$ cat config.mk
export PLATFORM = sky130hd
export DESIGN_NAME = grp_sharer_dir
export DESIGN_NICKNAME = d
export VERILOG_FILES = /design/src/rtl/dirc_pkg.sv /design/src/rtl/dirc_entry_store.sv /design/src/rtl/dirc_update.sv /design/src/rtl/dirc_inv_seq.sv /design/src/rtl/grp_sharer_dir.sv
export SDC_FILE = /design/constraint.sdc
export NUM_CORES = 1
export LEC_CHECK = 0
export BUFFER_PORTS_ARGS = -buffer_cell sky130_fd_sc_hd__buf_4
export CAP_MARGIN = 10
export CORE_ASPECT_RATIO = 0.9
export CORE_MARGIN = 2
export CORE_UTILIZATION = 30
export DETAILED_ROUTE_END_ITERATION = 10
export PLACE_DENSITY = 0.48
export SYNTH_ARGS = -nofsm -noshare
export SYNTH_HDL_FRONTEND = slang
export SYNTH_SLANG_ARGS = --single-unit
$ cat constraint.sdc
create_clock -name clk -period 6.6 [get_ports clk]
set_input_delay 1.32 -clock clk [delete_from_list [all_inputs] [get_ports clk]]
set_output_delay 1.32 -clock clk [all_outputs]
set_load 0.02 [all_outputs]
$ cat src/rtl/dirc_pkg.sv
package dirc_pkg;
  typedef enum logic [1:0] {
    LS_UNC = 2'd0,
    LS_SHR = 2'd1,
    LS_EXC = 2'd2,
    LS_MOD = 2'd3
  } line_st_t;
endpackage

$ cat src/rtl/dirc_entry_store.sv
module dirc_entry_store
  import dirc_pkg::*;
#(
  parameter int unsigned NLINES = 4,
  parameter int unsigned NGRP   = 4,
  parameter int unsigned LW     = 2
) (
  input  logic            clk,
  input  logic            rst_n,
  input  logic [LW-1:0]   rd_line,
  output line_st_t        rd_st,
  output logic [NGRP-1:0] rd_vec,
  input  logic            wr_en,
  input  logic [LW-1:0]   wr_line,
  input  line_st_t        wr_st,
  input  logic [NGRP-1:0] wr_vec
);
  line_st_t        st_q  [NLINES];
  logic [NGRP-1:0] vec_q [NLINES];

  for (genvar i = 0; i < NLINES; i++) begin : g_entry
    always_ff @(posedge clk) begin
      if (!rst_n) begin
        st_q[i]  <= LS_UNC;
        vec_q[i] <= '0;
      end else if (wr_en && (wr_line == LW'(i))) begin
        st_q[i]  <= wr_st;
        vec_q[i] <= wr_vec;
      end
    end
  end

  always_comb begin
    rd_st  = LS_UNC;
    rd_vec = '0;
    for (int i = 0; i < NLINES; i++) begin
      if (rd_line == LW'(i)) begin
        rd_st  = st_q[i];
        rd_vec = vec_q[i];
      end
    end
  end
endmodule

$ cat src/rtl/dirc_update.sv
module dirc_update
  import dirc_pkg::*;
#(
  parameter int unsigned NGRP = 4,
  parameter int unsigned GW   = 2
) (
  input  logic            is_write,
  input  line_st_t        old_st,
  input  logic [NGRP-1:0] old_vec,
  input  logic [GW-1:0]   grp,
  output line_st_t        new_st,
  output logic [NGRP-1:0] new_vec,
  output logic [NGRP-1:0] others
);
  logic [NGRP-1:0] own;

  always_comb begin
    own    = NGRP'(1) << grp;
    others = old_vec & ~own;
    if (is_write) begin
      new_vec = own;
      new_st  = LS_MOD;
    end else begin
      new_vec = old_vec | own;
      if (|others)               new_st = LS_SHR;
      else if (old_st == LS_MOD) new_st = LS_MOD;
      else                       new_st = LS_EXC;
    end
  end
endmodule

$ cat src/rtl/dirc_inv_seq.sv
module dirc_inv_seq #(
  parameter int unsigned NPROC = 8,
  parameter int unsigned GRP   = 2,
  parameter int unsigned NGRP  = 4,
  parameter int unsigned PW    = 3,
  parameter int unsigned CW    = 4
) (
  input  logic            clk,
  input  logic            rst_n,
  input  logic            start,
  input  logic [NGRP-1:0] targets,
  input  logic            finish,
  output logic            inv_valid,
  input  logic            inv_ready,
  output logic [PW-1:0]   inv_pid,
  input  logic            ack_valid,
  output logic            acks_met
);
  localparam logic [PW-1:0] LAST_P = PW'(NPROC - 1);

  logic [PW-1:0]   ptr;
  logic [NGRP-1:0] tgt;
  logic            active, scanned;
  logic [CW-1:0]   sent, acks;
  logic [PW-1:0]   gidx;
  logic            hit, adv;

  always_comb begin
    gidx = ptr / PW'(GRP);
    hit  = 1'b0;
    for (int g = 0; g < NGRP; g++)
      if (gidx == PW'(g)) hit = tgt[g];
  end

  assign inv_valid = active && hit;
  assign inv_pid   = ptr;
  assign adv       = active && (!hit || inv_ready);
  assign acks_met  = scanned && (acks == sent);

  always_ff @(posedge clk) begin
    if (!rst_n) begin
      ptr     <= '0;
      tgt     <= '0;
      active  <= 1'b0;
      scanned <= 1'b0;
      sent    <= '0;
      acks    <= '0;
    end else if (start) begin
      ptr     <= '0;
      tgt     <= targets;
      active  <= 1'b1;
      scanned <= 1'b0;
      sent    <= '0;
      acks    <= '0;
    end else begin
      if (adv) begin
        if (ptr == LAST_P) begin
          active  <= 1'b0;
          scanned <= 1'b1;
        end else begin
          ptr <= ptr + 1'b1;
        end
      end
      if (inv_valid && inv_ready) sent <= sent + 1'b1;
      if (ack_valid && (active || scanned)) acks <= acks + 1'b1;
      if (finish) scanned <= 1'b0;
    end
  end
endmodule

$ cat src/rtl/grp_sharer_dir.sv
module grp_sharer_dir
  import dirc_pkg::*;
#(
  parameter int unsigned NPROC  = 8,
  parameter int unsigned GRP    = 2,
  parameter int unsigned NLINES = 4,
  localparam int unsigned NGRP  = NPROC / GRP,
  localparam int unsigned PW    = (NPROC > 1) ? $clog2(NPROC) : 1,
  localparam int unsigned GW    = (NGRP > 1) ? $clog2(NGRP) : 1,
  localparam int unsigned LW    = (NLINES > 1) ? $clog2(NLINES) : 1,
  localparam int unsigned CW    = $clog2(NPROC + 1)
) (
  input  logic            clk,
  input  logic            rst_n,
  input  logic            req_valid,
  output logic            req_ready,
  input  logic            req_write,
  input  logic [LW-1:0]   req_line,
  input  logic [PW-1:0]   req_pid,
  output logic            inv_valid,
  input  logic            inv_ready,
  output logic [PW-1:0]   inv_pid,
  input  logic            ack_valid,
  output logic            grant_valid,
  output logic [LW-1:0]   grant_line,
  output logic [PW-1:0]   grant_pid,
  output logic [1:0]      grant_state,
  output logic [NGRP-1:0] grant_vec
);
  if ((NPROC % GRP) != 0) begin : g_bad_cfg
    $error("grp_sharer_dir: NPROC must be a multiple of GRP");
  end

  logic            busy;
  logic [LW-1:0]   cur_line;
  logic [PW-1:0]   cur_pid;
  logic [LW-1:0]   sel_line;
  logic [PW-1:0]   sel_pid;
  logic [PW-1:0]   sel_q;
  logic [GW-1:0]   sel_grp;
  logic            sel_write;
  line_st_t        old_st, new_st;
  logic [NGRP-1:0] old_vec, new_vec, others;
  logic            accept, acks_met, start, wr_en, finish;

  assign req_ready = !busy;
  assign accept    = req_valid && req_ready;
  assign sel_line  = busy ? cur_line : req_line;
  assign sel_pid   = busy ? cur_pid  : req_pid;
  assign sel_write = busy ? 1'b1     : req_write;
  assign sel_q     = sel_pid / PW'(GRP);
  assign sel_grp   = GW'(sel_q);

  dirc_entry_store #(.NLINES(NLINES), .NGRP(NGRP), .LW(LW)) u_store (
    .clk(clk), .rst_n(rst_n),
    .rd_line(sel_line), .rd_st(old_st), .rd_vec(old_vec),
    .wr_en(wr_en), .wr_line(sel_line), .wr_st(new_st), .wr_vec(new_vec)
  );

  dirc_update #(.NGRP(NGRP), .GW(GW)) u_upd (
    .is_write(sel_write), .old_st(old_st), .old_vec(old_vec), .grp(sel_grp),
    .new_st(new_st), .new_vec(new_vec), .others(others)
  );

  assign start  = accept && req_write && (|others);
  assign finish = busy && acks_met;
  assign wr_en  = (accept && !start) || finish;

  dirc_inv_seq #(.NPROC(NPROC), .GRP(GRP), .NGRP(NGRP), .PW(PW), .CW(CW)) u_seq (
    .clk(clk), .rst_n(rst_n),
    .start(start), .targets(others), .finish(finish),
    .inv_valid(inv_valid), .inv_ready(inv_ready), .inv_pid(inv_pid),
    .ack_valid(ack_valid), .acks_met(acks_met)
  );

  always_ff @(posedge clk) begin
    if (!rst_n) begin
      busy        <= 1'b0;
      cur_line    <= '0;
      cur_pid     <= '0;
      grant_valid <= 1'b0;
      grant_line  <= '0;
      grant_pid   <= '0;
      grant_state <= 2'd0;
      grant_vec   <= '0;
    end else begin
      grant_valid <= wr_en;
      if (start) begin
        busy     <= 1'b1;
        cur_line <= req_line;
        cur_pid  <= req_pid;
      end
      if (finish) busy <= 1'b0;
      if (wr_en) begin
        grant_line  <= sel_line;
        grant_pid   <= sel_pid;
        grant_state <= new_st;
        grant_vec   <= new_vec;
      end
    end
  end
endmodule

==> results of run 1 <==
==> layout make-up <==
cell class                 count  area [µm²]  area share (%)
clock buffer                  13         179            5.11
clock inverter                 3        66.3            1.90
inverter                       6        22.5           0.644
multi-input combinational    221        1440            41.2
sequential                    59        1420            40.6
tap                          126         158            4.51
timing repair buffer          28         210            6.01
==> cells by family after synthesis <==
kind of cell / Yosys count / synth area share (%)
buffers and inverters: 22 / 3.46
DFF: 59 / 47.9
AOI/OAI and AO/OA: 71 / 17.5
xor gates and xnor gates: 11 / 3.25
adders and majority gates: 4 / 1.69
muxes: 13 / 4.81
and+or+nand+nor: 122 / 21.4
==> cell usage after synthesis, drive strengths merged (4+ instances only) <==
cell type,number,area (µm²)
dfxtp,35,701
nor2,33,131
nand2,31,119
o21ai,26,130
edfxtp,24,721
nor3,21,120
mux2i,12,120
a21oi,11,55.1
buf,9,53.8
clkbuf,7,26.3
nand3,7,35.0
o221a,7,78.8
xor2,7,61.3
a31oi,6,37.5
inv,6,22.5
and2,5,31.3
a311oi,4,60.1
ha,4,50.1
nand2b,4,25.0
nand3b,4,30.0
nor3b,4,40.0
o21a,4,30.0
o22a,4,35.0
xnor2,4,35.0
==> registers in the layout, indices dropped and copies added (netlist names), 3 cells and up <==
| name | flops |
|---|---|
| grant_vec | 4 |
| u_store.st_q | 8 |
| u_seq.inv_pid | 3 |
| grant_pid | 3 |
| u_seq.tgt | 4 |
| u_seq.acks | 4 |
| cur_pid | 3 |
| u_store.vec_q | 16 |
| u_seq.sent | 4 |
==> per-layer routing <==
layer  part of all wire, %  GRT usage (%)
met2                    45           22.5
met3                   4.1           3.14
met5                     0              0
met1                    48           19.9
met4                   2.1           7.10
==> worst max-delay path, stage by stage <==
cell	delay (ns)
buf_4	0.16
nor3b_2	0.18
o21ai_1	0.19
a311oi_2	0.22
o41ai_4	0.56
nand2_1	0.25
o21ai_0	0.73
==> how the worst max path moves through the flow <==
stage	endpoint	cells past startpoint	slack, ns	from
global route	u_store.vec_q[2][0]$_SDFFCE_PN0P_	7	2.71	req_line[1]
global placement	u_store.st_q[2][0]$_SDFFCE_PN0P_	7	2.73	req_line[1]
finish	u_store.vec_q[2][3]$_SDFFCE_PN0P_	7	2.94	req_line[1]
floorplan	u_store.st_q[0][0]$_SDFFCE_PN0P_	7	3.11	req_line[0]
CTS	u_store.st_q[2][0]$_SDFFCE_PN0P_	7	2.94	req_line[1]
detailed placement	u_store.st_q[2][1]$_SDFFCE_PN0P_	7	2.57	req_line[1]
==> stage by stage <==
stage,cell area [µm²],hold WS (ns),setup slack (ns),std cells,power [W]
2_1_floorplan,2970,0.434,3.11,302,0.000539
3_3_place_gp,3250,0.443,2.73,440,0.000591
3_5_place_dp,3250,0.449,2.57,440,0.000593
4_1_cts,3500,0.461,2.94,456,0.000993
5_1_grt,3500,0.500,2.71,456,0.00103
6_report,3500,0.457,2.94,456,0.000981
==> power by group through the flow <==
stage               registers (W)  clock network [W]  logic [W]
floorplan                0.000433                  0   0.000106
detailed placement       0.000427                  0   0.000166
global route             0.000422           0.000423   0.000181
finish                   0.000419           0.000397   0.000165
CTS                      0.000419           0.000408   0.000166
global placement         0.000427                  0   0.000165
==> run_summary.xml, run 1 <==
<?xml version="1.0" encoding="UTF-8"?>
<metrics>
  <group name="critical_path">
    <metric name="critical_path.reg2reg.endpoint" unit="">u_store.vec_q[2][3]$_SDFFCE_PN0P_</metric>
    <metric name="critical_path.endpoint_type" unit="">flop</metric>
    <metric name="worstRegToRegCells" unit="">7</metric>
    <metric name="cp_data_arrival_time" unit="ns">3.63</metric>
    <metric name="rr_startpoint" unit="">busy$_SDFFE_PP0P_</metric>
    <metric name="critical_path_peak_fanout" unit="">12</metric>
    <metric name="worst-setup-path-type" unit="">input pin to flop</metric>
    <metric name="worstPathRequired" unit="ns">6.57</metric>
    <metric name="critical_path.startpoint_type" unit="">input pin</metric>
    <metric name="r2r_slack" unit="ns">3.44</metric>
  </group>
  <group name="global_routing">
    <metric name="grt_usage" unit="%">14.8</metric>
    <metric name="first_global_vias" unit="">2286</metric>
    <metric name="largest_net_degree_at_the_start_of_global_routing" unit="">29</metric>
    <metric name="grt_first_pass_wirelength" unit="mm">11.9</metric>
    <metric name="global_route.overflow_total" unit="">0</metric>
    <metric name="antenna_violations_before_repair" unit="">0</metric>
  </group>
  <group name="sta">
    <metric name="finClkSkew" unit="ns">0.0129</metric>
    <metric name="fin_tns_setup" unit="ns">0</metric>
    <metric name="fraction_of_the_cycle_the_final_worst_path_needs" unit="%">55.5</metric>
    <metric name="unrepaired_setup_endpoints_after_global_routing" unit="">false</metric>
    <metric name="final_report_max_slew_violation_count" unit="">0</metric>
    <metric name="achievable-frequency" unit="GHz">0.273</metric>
    <metric name="final-hold-violation-count" unit="">0</metric>
    <metric name="worst_pin_slew" unit="ns">0.880</metric>
    <metric name="period_minus_slack" unit="ns">3.66</metric>
    <metric name="setup_viol_count_final" unit="">0</metric>
    <metric name="slew_headroom" unit="%">41.0</metric>
  </group>
  <group name="floorplanning">
    <metric name="die-height" unit="µm">98.3</metric>
    <metric name="design.die.area" unit="mm²">0.0107</metric>
    <metric name="row_count" unit="">34</metric>
    <metric name="initial_core_util" unit="%">30.7</metric>
    <metric name="boundaryPins" unit="">28</metric>
    <metric name="fp.coreArea" unit="mm²">0.00966</metric>
    <metric name="die-width" unit="µm">109</metric>
  </group>
  <group name="synth">
    <metric name="synthesis.nets" unit="">317</metric>
    <metric name="synth-seq-cells" unit="">59</metric>
    <metric name="number_of_flops_mapped_to_enable_cells_by_yosys" unit="">24</metric>
    <metric name="avgSynthCellArea" unit="µm²">9.82</metric>
    <metric name="synth-main-ff-cell" unit="">dfxtp_1</metric>
    <metric name="yosysWarningCount" unit="">0</metric>
    <metric name="yosysUniqueCellTypes" unit="">46</metric>
    <metric name="synth_area" unit="mm²">0.00297</metric>
    <metric name="synth.yosys.seq_area_share" unit="%">47.9</metric>
    <metric name="syn-instance-count" unit="">302</metric>
    <metric name="postSynth.asyncResetShare" unit="%">0</metric>
  </group>
  <group name="pwr">
    <metric name="portion_of_total_power_attributed_to_the_clock_network" unit="%">40.5</metric>
    <metric name="netSwitchingFraction" unit="%">26.9</metric>
    <metric name="combinationalPowerShare" unit="%">16.8</metric>
    <metric name="vdd_ir_drop_max" unit="µV">108</metric>
    <metric name="leakage" unit="nW">1.31</metric>
    <metric name="internal_power" unit="W">0.000717</metric>
    <metric name="p_seq_share" unit="%">42.7</metric>
    <metric name="switching_power" unit="W">0.000264</metric>
    <metric name="power_density" unit="mW/mm²">280</metric>
  </group>
  <group name="drt">
    <metric name="detail_route.iter0.violations" unit="">111</metric>
    <metric name="routed_via_density" unit="">5.11</metric>
    <metric name="ant_nets" unit="">0</metric>
    <metric name="detailroute.via_count" unit="">2328</metric>
    <metric name="wl_per_cell" unit="µm">15.9</metric>
    <metric name="detailed_route_wl" unit="mm">7.26</metric>
    <metric name="remaining_drc_errors" unit="">0</metric>
    <metric name="drt_pass1_iterations" unit="">4</metric>
  </group>
  <group name="final_layout">
    <metric name="final_layout_size_suffix_gt1_share" unit="%">17.9</metric>
    <metric name="fin_util" unit="%">36.2</metric>
    <metric name="flow.area_growth_from_synthesis" unit="%">18.0</metric>
    <metric name="num_antenna_cells" unit="">0</metric>
    <metric name="layout_common_cells" unit="">dfxtp_1, nor2_1, nand2_1</metric>
    <metric name="fin_nets" unit="">340</metric>
    <metric name="layout_commonest_cell" unit="">dfxtp_1</metric>
    <metric name="nFillCells" unit="">974</metric>
  </group>
  <group name="clock_tree">
    <metric name="clock_tree.root_cell" unit="">clkbuf_8</metric>
    <metric name="cts_resized" unit="">0</metric>
    <metric name="tritoncts.num_buffers" unit="">9</metric>
    <metric name="clk_path_buf_depth" unit="">2</metric>
    <metric name="cts.sinks" unit="">59</metric>
    <metric name="cts_hold_buf" unit="">0</metric>
    <metric name="cts_tree" unit="">yes</metric>
    <metric name="htree_num_levels" unit="">3</metric>
    <metric name="clk_pin_slew_worst_paths" unit="ns">0.07</metric>
    <metric name="postCtsSetupBuffers" unit="">0</metric>
    <metric name="clock_latency_on_the_worst_skew_pair" unit="ns">0.34</metric>
  </group>
  <group name="min_path">
    <metric name="holdCritPathClass" unit="">flop to flop</metric>
    <metric name="whs_path_depth" unit="">2</metric>
    <metric name="hold_path.startpoint" unit="">cur_pid[0]$_SDFFE_PN0P_</metric>
    <metric name="min_to" unit="">cur_pid[0]$_SDFFE_PN0P_</metric>
  </group>
  <group name="placed_design">
    <metric name="globalplace.congestion" unit="">0.870</metric>
    <metric name="port_buffers" unit="">27</metric>
    <metric name="hpwl" unit="mm">5.25</metric>
  </group>
  <group name="run_status">
    <metric name="run_status" unit="">finished, final reports clean</metric>
  </group>
  <group name="job">
    <metric name="max-cap-violations" unit="">0</metric>
  </group>
</metrics>
(Power assumes the default switching activity.)
==> run 2: changes to the inputs <==
Settings changed: PLACE_DENSITY 0.48 to 0.5.
Clock period 6.6 ns to 3.3 ns, I/O delays scaled along.
==> run 2 against run 1 <==
Effect of this change:
- final cell count is 2.2% higher
- clock skew is 0.0026 ns lower
- clock power is 45% higher
- combinational power is 110% higher
- critical endpoint is now u_store.vec_q[0][1]$_SDFFCE_PN0P_
==> run_summary.xml, run 2 (synthesis gave the netlist of run 1 again) <==
<?xml version="1.0" encoding="UTF-8"?>
<metrics>
  <group name="final_layout">
    <metric name="num_antenna_cells" unit="">0</metric>
    <metric name="nFillCells" unit="">938</metric>
    <metric name="area.sequential" unit="mm²">0.00142</metric>
    <metric name="layout_commonest_cell" unit="">buf_4</metric>
    <metric name="flow.area_growth_from_synthesis" unit="%">17.9</metric>
    <metric name="final_layout_size_suffix_gt1_share" unit="%">19.7</metric>
    <metric name="regMostFlops" unit="">u_store.vec_q</metric>
    <metric name="layout_common_cells" unit="">buf_4, dfxtp_1, nor2_1</metric>
    <metric name="total_area_of_multi_input_combinational_cells" unit="mm²">0.00144</metric>
    <metric name="leading_registers_by_flop_count" unit="">u_store.vec_q: 16 flops, u_store.st_q: 8 flops</metric>
    <metric name="largest_reg_flops" unit="">16</metric>
    <metric name="fin_nets" unit="">350</metric>
    <metric name="final_cell_area" unit="mm²">0.00350</metric>
  </group>
  <group name="critical_path">
    <metric name="critical_path.endpoint_type" unit="">flop</metric>
    <metric name="worstRegToRegCells" unit="">8</metric>
    <metric name="cp_data_arrival_time" unit="ns">2.91</metric>
    <metric name="worst-setup-path-type" unit="">flop to flop</metric>
    <metric name="critical_path_peak_fanout" unit="">15</metric>
    <metric name="rr_startpoint" unit="">busy$_SDFFE_PP0P_</metric>
    <metric name="r2r_slack" unit="ns">0.45</metric>
    <metric name="critical_path.startpoint_type" unit="">flop</metric>
    <metric name="worstPathRequired" unit="ns">3.36</metric>
    <metric name="critical_path.reg2reg.endpoint" unit="">u_store.vec_q[0][1]$_SDFFCE_PN0P_</metric>
  </group>
  <group name="sta">
    <metric name="setup_viol_count_final" unit="">0</metric>
    <metric name="period_minus_slack" unit="ns">2.85</metric>
    <metric name="slew_headroom" unit="%">55.0</metric>
    <metric name="final-hold-violation-count" unit="">0</metric>
    <metric name="finClkSkew" unit="ns">0.0104</metric>
    <metric name="achievable-frequency" unit="GHz">0.351</metric>
    <metric name="unrepaired_setup_endpoints_after_global_routing" unit="">false</metric>
    <metric name="worst_pin_slew" unit="ns">0.672</metric>
    <metric name="final_report_max_slew_violation_count" unit="">0</metric>
    <metric name="fraction_of_the_cycle_the_final_worst_path_needs" unit="%">86.4</metric>
    <metric name="fin_tns_setup" unit="ns">0</metric>
    <metric name="timing.hold.ws" unit="ns">0.467</metric>
  </group>
  <group name="pwr">
    <metric name="power_density" unit="mW/mm²">504</metric>
    <metric name="leakage" unit="nW">1.31</metric>
    <metric name="vdd_ir_drop_max" unit="µV">145</metric>
  </group>
  <group name="drt">
    <metric name="detailroute.via_count" unit="">2326</metric>
    <metric name="ant_nets" unit="">0</metric>
    <metric name="remaining_drc_errors" unit="">0</metric>
    <metric name="routed_via_density" unit="">4.99</metric>
    <metric name="drt_pass1_iterations" unit="">4</metric>
    <metric name="wl_per_cell" unit="µm">15.8</metric>
    <metric name="detailed_route_wl" unit="mm">7.38</metric>
    <metric name="detail_route.iter0.violations" unit="">126</metric>
  </group>
  <group name="min_path">
    <metric name="holdCritPathClass" unit="">flop to flop</metric>
    <metric name="whs_path_depth" unit="">2</metric>
    <metric name="min_to" unit="">cur_pid[0]$_SDFFE_PN0P_</metric>
    <metric name="hold_path.startpoint" unit="">cur_pid[0]$_SDFFE_PN0P_</metric>
  </group>
  <group name="floorplanning">
    <metric name="fp.coreArea" unit="mm²">0.00966</metric>
    <metric name="design.die.area" unit="mm²">0.0107</metric>
    <metric name="die-width" unit="µm">109</metric>
    <metric name="die-height" unit="µm">98.3</metric>
    <metric name="initial_core_util" unit="%">30.7</metric>
    <metric name="boundaryPins" unit="">28</metric>
    <metric name="row_count" unit="">34</metric>
  </group>
  <group name="clock_tree">
    <metric name="clk_path_buf_depth" unit="">2</metric>
    <metric name="clock_tree.root_cell" unit="">clkbuf_8</metric>
    <metric name="clock_latency_on_the_worst_skew_pair" unit="ns">0.35</metric>
    <metric name="tritoncts.num_buffers" unit="">9</metric>
    <metric name="cts.sinks" unit="">59</metric>
    <metric name="htree_num_levels" unit="">3</metric>
    <metric name="cts_resized" unit="">0</metric>
    <metric name="clk_pin_slew_worst_paths" unit="ns">0.08</metric>
    <metric name="cts_tree" unit="">yes</metric>
    <metric name="cts_hold_buf" unit="">0</metric>
    <metric name="postCtsSetupBuffers" unit="">0</metric>
  </group>
  <group name="job">
    <metric name="max-cap-violations" unit="">0</metric>
  </group>
  <group name="global_routing">
    <metric name="antenna_violations_before_repair" unit="">0</metric>
    <metric name="first_global_vias" unit="">2175</metric>
    <metric name="grt_usage" unit="%">14.7</metric>
    <metric name="grt_first_pass_wirelength" unit="mm">11.8</metric>
    <metric name="largest_net_degree_at_the_start_of_global_routing" unit="">27</metric>
    <metric name="global_route.overflow_total" unit="">0</metric>
  </group>
  <group name="placed_design">
    <metric name="postPlaceCellArea" unit="mm²">0.00333</metric>
    <metric name="port_buffers" unit="">27</metric>
    <metric name="globalplace.congestion" unit="">0.864</metric>
    <metric name="hpwl" unit="mm">5.40</metric>
  </group>
  <group name="run_status">
    <metric name="run_status" unit="">finished, final reports clean</metric>
  </group>
</metrics>
==> run 2: cell count changes in the layout (fill, tap and decap cells not counted), sizes merged <==
cell / change
clkbuf: -3
clkinvlp: +2
clkinv: +3
buf: +10
bufinv: -2
==> run 2: worst max-delay path by stage <==
| stage | end | slack, ns | depth (start not counted) | startpoint |
|---|---|---|---|---|
| floorplan | u_store.st_q[0][0]$_SDFFCE_PN0P_ | 0.47 | 7 | req_line[0] |
| global placement | u_store.vec_q[0][0]$_SDFFCE_PN0P_ | 0.33 | 8 | req_line[0] |
| detailed placement | u_store.vec_q[0][1]$_SDFFCE_PN0P_ | 0.32 | 8 | req_line[1] |
| CTS | u_store.vec_q[0][3]$_SDFFCE_PN0P_ | 0.41 | 8 | busy$_SDFFE_PP0P_ |
| global route | u_store.vec_q[0][3]$_SDFFCE_PN0P_ | 0.14 | 8 | busy$_SDFFE_PP0P_ |
| finish | u_store.vec_q[0][1]$_SDFFCE_PN0P_ | 0.45 | 8 | busy$_SDFFE_PP0P_ |
==> run 2: metal layers <==
metal / vias up / part of all wire [%] / track usage, %
met1: 1097 / 51 / 20.8
li1: 1169 / - / -
met3: 12 / 4.8 / 4.21
met2: 48 / 42 / 20.5
met4: 0 / 2.0 / 6.41
met5: - / 0 / 0
==> run 2: through the flow <==
step	std cells	total power, W	util, %	setup WS (ns)
final	466	0.00176	36.2	0.450
after global routing	466	0.00185	36.2	0.139
after CTS	466	0.00178	36.2	0.413
after detailed placement	450	0.00120	34.5	0.322
after global placement	450	0.00120	34.5	0.326
after floorplan	302	0.00108	-	0.472
==> run 2: worst max-delay path, stage by stage, from the launching register on <==
cell and delay [ns]:
dfxtp_1 0.60, buf_4 0.30, nand3b_1 0.09, o21ai_1 0.17, a311oi_2 0.15, o41ai_4 0.54
nand2_1 0.23, o21ai_0 0.29, buf_4 0.19
==> run 2: power breakdown <==
group	switching (W)	internal, W	leakage, nW
clock network	0.000304	0.000272	0.0803
logic	0.000213	0.000132	0.692
registers	0.0000334	0.000808	0.535
total	0.000550	0.00121	1.31
==> run 2: final cells by class <==
class	count	area share, %
clock inverters	6	1.18
repair buffers	38	8.16
clock buffers	10	3.65
multi-input cells	221	41.2
well taps	126	4.51
inverters	6	0.644
flip-flops and latches	59	40.6
==> run 3: changes to the inputs <==
Settings changed: SLEW_MARGIN from default to 20, SYNTH_HIERARCHICAL from default to 1.
==> run 3 against run 2 <==
Effect of this change:
- register-to-register slack got worse by 0.10 ns
- cell area shrank 0.25%
- final cell count down 6.7%
- first-iteration DRC count shrank 42%
- flip-flop and latch count did not move
- critical endpoint is now u_store/vec_q[2][0]$_SDFFCE_PN0P_
- non-clock buffer count is 3 higher
- clock power rose by 15%
- worst setup slack worse by 0.10 ns
- combinational power decreased by 6.1%
- sequential share of layout area increased by 0.10 points
==> run_summary.xml, run 3 <==
<?xml version="1.0" encoding="UTF-8"?>
<metrics>
  <group name="clock_tree">
    <metric name="clock_latency_on_the_worst_skew_pair" unit="ns">0.35</metric>
    <metric name="cts.sinks" unit="">59</metric>
    <metric name="tritoncts.num_buffers" unit="">9</metric>
    <metric name="cts_resized" unit="">0</metric>
    <metric name="htree_num_levels" unit="">3</metric>
    <metric name="postCtsSetupBuffers" unit="">0</metric>
    <metric name="clk_pin_slew_worst_paths" unit="ns">0.09</metric>
    <metric name="clock_tree.root_cell" unit="">clkbuf_8</metric>
    <metric name="clk_path_buf_depth" unit="">2</metric>
    <metric name="cts_hold_buf" unit="">0</metric>
    <metric name="cts_tree" unit="">yes</metric>
  </group>
  <group name="drt">
    <metric name="detail_route.iter0.violations" unit="">73</metric>
    <metric name="routed_via_density" unit="">4.74</metric>
    <metric name="wl_per_cell" unit="µm">14.6</metric>
    <metric name="drt_pass1_iterations" unit="">4</metric>
    <metric name="remaining_drc_errors" unit="">0</metric>
    <metric name="detailed_route_wl" unit="mm">6.37</metric>
    <metric name="detailroute.via_count" unit="">2060</metric>
    <metric name="ant_nets" unit="">0</metric>
  </group>
  <group name="final_layout">
    <metric name="fin_nets" unit="">323</metric>
    <metric name="area.sequential" unit="mm²">0.00142</metric>
    <metric name="total_area_of_multi_input_combinational_cells" unit="mm²">0.00137</metric>
    <metric name="nFillCells" unit="">912</metric>
    <metric name="largest_reg_flops" unit="">16</metric>
    <metric name="layout_commonest_cell" unit="">buf_4</metric>
    <metric name="leading_registers_by_flop_count" unit="">u_store/vec_q: 16 flops, u_store/st_q: 8 flops</metric>
    <metric name="num_antenna_cells" unit="">0</metric>
    <metric name="flow.area_growth_from_synthesis" unit="%">21.5</metric>
    <metric name="regMostFlops" unit="">u_store/vec_q</metric>
    <metric name="layout_common_cells" unit="">buf_4, dfxtp_1, nand2_1, and2_1, edfxtp_1</metric>
    <metric name="final_layout_size_suffix_gt1_share" unit="%">24.0</metric>
  </group>
  <group name="synth">
    <metric name="syn-instance-count" unit="">264</metric>
    <metric name="yosysUniqueCellTypes" unit="">42</metric>
    <metric name="synth.area.top_cells" unit="">edfxtp_1, dfxtp_1, mux2i_1, and2_1, mux4_2</metric>
    <metric name="yosysWarningCount" unit="">6</metric>
    <metric name="yosysMostFrequentCell" unit="">dfxtp_1</metric>
    <metric name="area_share_of_the_leading_cell_type_in_the_synthesized_netlist" unit="%">25.1</metric>
    <metric name="synth_area" unit="mm²">0.00287</metric>
    <metric name="synth_top_cell_by_area" unit="">edfxtp_1</metric>
    <metric name="postSynth.asyncResetShare" unit="%">0</metric>
    <metric name="synth-main-ff-cell" unit="">dfxtp_1</metric>
    <metric name="avgSynthCellArea" unit="µm²">10.9</metric>
    <metric name="synthesis.nets" unit="">279</metric>
    <metric name="ys_top_cells_by_count" unit="">dfxtp_1, and2_1, nand2_1, edfxtp_1, mux2i_1</metric>
    <metric name="number_of_flops_mapped_to_enable_cells_by_yosys" unit="">24</metric>
    <metric name="synth.yosys.seq_area_share" unit="%">49.5</metric>
    <metric name="synth-seq-cells" unit="">59</metric>
  </group>
  <group name="floorplanning">
    <metric name="boundaryPins" unit="">28</metric>
    <metric name="design.die.area" unit="mm²">0.0104</metric>
    <metric name="fp.coreArea" unit="mm²">0.00921</metric>
    <metric name="die-height" unit="µm">96.8</metric>
    <metric name="row_count" unit="">33</metric>
    <metric name="initial_core_util" unit="%">31.2</metric>
    <metric name="die-width" unit="µm">107</metric>
  </group>
  <group name="sta">
    <metric name="fin_tns_setup" unit="ns">0</metric>
    <metric name="period_minus_slack" unit="ns">2.95</metric>
    <metric name="setup_viol_count_final" unit="">0</metric>
    <metric name="unrepaired_setup_endpoints_after_global_routing" unit="">false</metric>
    <metric name="slew_headroom" unit="%">64.0</metric>
    <metric name="worst_pin_slew" unit="ns">0.540</metric>
    <metric name="finClkSkew" unit="ns">0.0181</metric>
    <metric name="fraction_of_the_cycle_the_final_worst_path_needs" unit="%">89.4</metric>
    <metric name="achievable-frequency" unit="GHz">0.339</metric>
    <metric name="final-hold-violation-count" unit="">0</metric>
    <metric name="final_report_max_slew_violation_count" unit="">0</metric>
  </group>
  <group name="pwr">
    <metric name="portion_of_total_power_attributed_to_the_clock_network" unit="%">36.4</metric>
    <metric name="internal_power" unit="W">0.00128</metric>
    <metric name="combinationalPowerShare" unit="%">17.8</metric>
    <metric name="vdd_ir_drop_max" unit="µV">217</metric>
    <metric name="power" unit="W">0.00182</metric>
    <metric name="switching_power" unit="W">0.000538</metric>
    <metric name="power_density" unit="mW/mm²">521</metric>
    <metric name="p_seq_share" unit="%">45.8</metric>
    <metric name="leakage" unit="nW">1.45</metric>
    <metric name="netSwitchingFraction" unit="%">29.6</metric>
  </group>
  <group name="critical_path">
    <metric name="cp_data_arrival_time" unit="ns">3.02</metric>
    <metric name="critical_path_peak_fanout" unit="">7</metric>
    <metric name="worst-setup-path-type" unit="">flop to flop</metric>
    <metric name="worstPathRequired" unit="ns">3.37</metric>
    <metric name="r2r_slack" unit="ns">0.35</metric>
    <metric name="critical_path.startpoint_type" unit="">flop</metric>
    <metric name="critical_path.endpoint_type" unit="">flop</metric>
  </group>
  <group name="placed_design">
    <metric name="hpwl" unit="mm">4.59</metric>
    <metric name="port_buffers" unit="">27</metric>
    <metric name="globalplace.congestion" unit="">0.783</metric>
  </group>
  <group name="global_routing">
    <metric name="grt_first_pass_wirelength" unit="mm">10.3</metric>
    <metric name="grt_usage" unit="%">13.0</metric>
    <metric name="largest_net_degree_at_the_start_of_global_routing" unit="">39</metric>
    <metric name="global_route.overflow_total" unit="">0</metric>
    <metric name="antenna_violations_before_repair" unit="">0</metric>
    <metric name="first_global_vias" unit="">2058</metric>
  </group>
  <group name="min_path">
    <metric name="holdCritPathClass" unit="">flop to flop</metric>
  </group>
  <group name="job">
    <metric name="max-cap-violations" unit="">0</metric>
  </group>
  <group name="run_status">
    <metric name="run_status" unit="">finished, final reports clean</metric>
  </group>
</metrics>
==> run 3: cells by family (layout without fill, tap and decap cells) <==
logic type	after synthesis	in the layout	share of synthesized area, %
buf+inv	18	67	2.92
compound gates	38	38	8.63
flops	59	59	49.5
simple gates	103	103	19.5
xor+xnor	10	10	3.05
mux	32	32	14.6
fa+ha+maj	4	4	1.74
==> run 3: final timing paths <==
kind                        startpoint                           endpoint  cells after the start
max                  busy$_SDFFE_PP0P_  u_store/vec_q[2][0]$_SDFFCE_PN0P_                     10
min          grant_vec[2]$_SDFFE_PN0P_          grant_vec[2]$_SDFFE_PN0P_                      2
max reg2reg          busy$_SDFFE_PP0P_  u_store/vec_q[2][0]$_SDFFCE_PN0P_                     10
min reg2reg  grant_vec[2]$_SDFFE_PN0P_          grant_vec[2]$_SDFFE_PN0P_                      2
==> run 3: power by group through the flow <==
| stage | Combinational [W] | Sequential (W) | Clock (W) |
|---|---|---|---|
| 3_5_place_dp | 0.000326 | 0.000848 | 0 |
| 3_3_place_gp | 0.000326 | 0.000850 | 0 |
| 2_1_floorplan | 0.000192 | 0.000858 | 0 |
| 5_1_grt | 0.000357 | 0.000837 | 0.000708 |
| 4_1_cts | 0.000327 | 0.000833 | 0.000683 |
| 6_report | 0.000324 | 0.000833 | 0.000661 |
==> run 3: final cells by class <==
class / count / share of cell area (%)
Clock buffer: 10 / 4.27
Clock inverter: 6 / 1.54
Inverter: 10 / 1.08
Multi-Input combinational cell: 187 / 39.2
Sequential cell: 59 / 40.7
Tap cell: 122 / 4.38
Timing Repair Buffer: 41 / 8.82
==> run 3: worst max-delay path: stages, from the launching register on <==
cell      delay [ns]
dfxtp_1         0.49
mux2_2          0.46
mux4_2          0.47
inv_1           0.11
nor2_1          0.10
o41ai_4         0.37
a21boi_2        0.11
inv_1           0.17
nand2_1         0.10
o21ai_1         0.14
buf_4           0.16
==> run 3: routing by layer <==
metal  part of all wire [%]  vias to the layer above  global-route usage, %
met1                     52                      970                   18.9
met2                     42                       45                   18.1
li1                       -                     1037                      -
met5                      0                        -                      0
met3                    4.4                        8                   2.43
met4                    1.6                        0                   6.89
==> run 3: per-stage QoR <==
| step | worst slack (ns) | hold slack (ns) | util (%) | cell area (µm²) | cells |
|---|---|---|---|---|---|
| 2_1_floorplan | -0.0924 | 0.450 | - | 2870 | 264 |
| 3_3_place_gp | 0.193 | 0.448 | 35.7 | 3290 | 419 |
| 3_5_place_dp | 0.181 | 0.455 | 35.7 | 3290 | 419 |
| 4_1_cts | 0.353 | 0.468 | 37.9 | 3490 | 435 |
| 5_1_grt | 0.151 | 0.501 | 37.9 | 3490 | 435 |
| 6_report | 0.350 | 0.466 | 37.9 | 3490 | 435 |
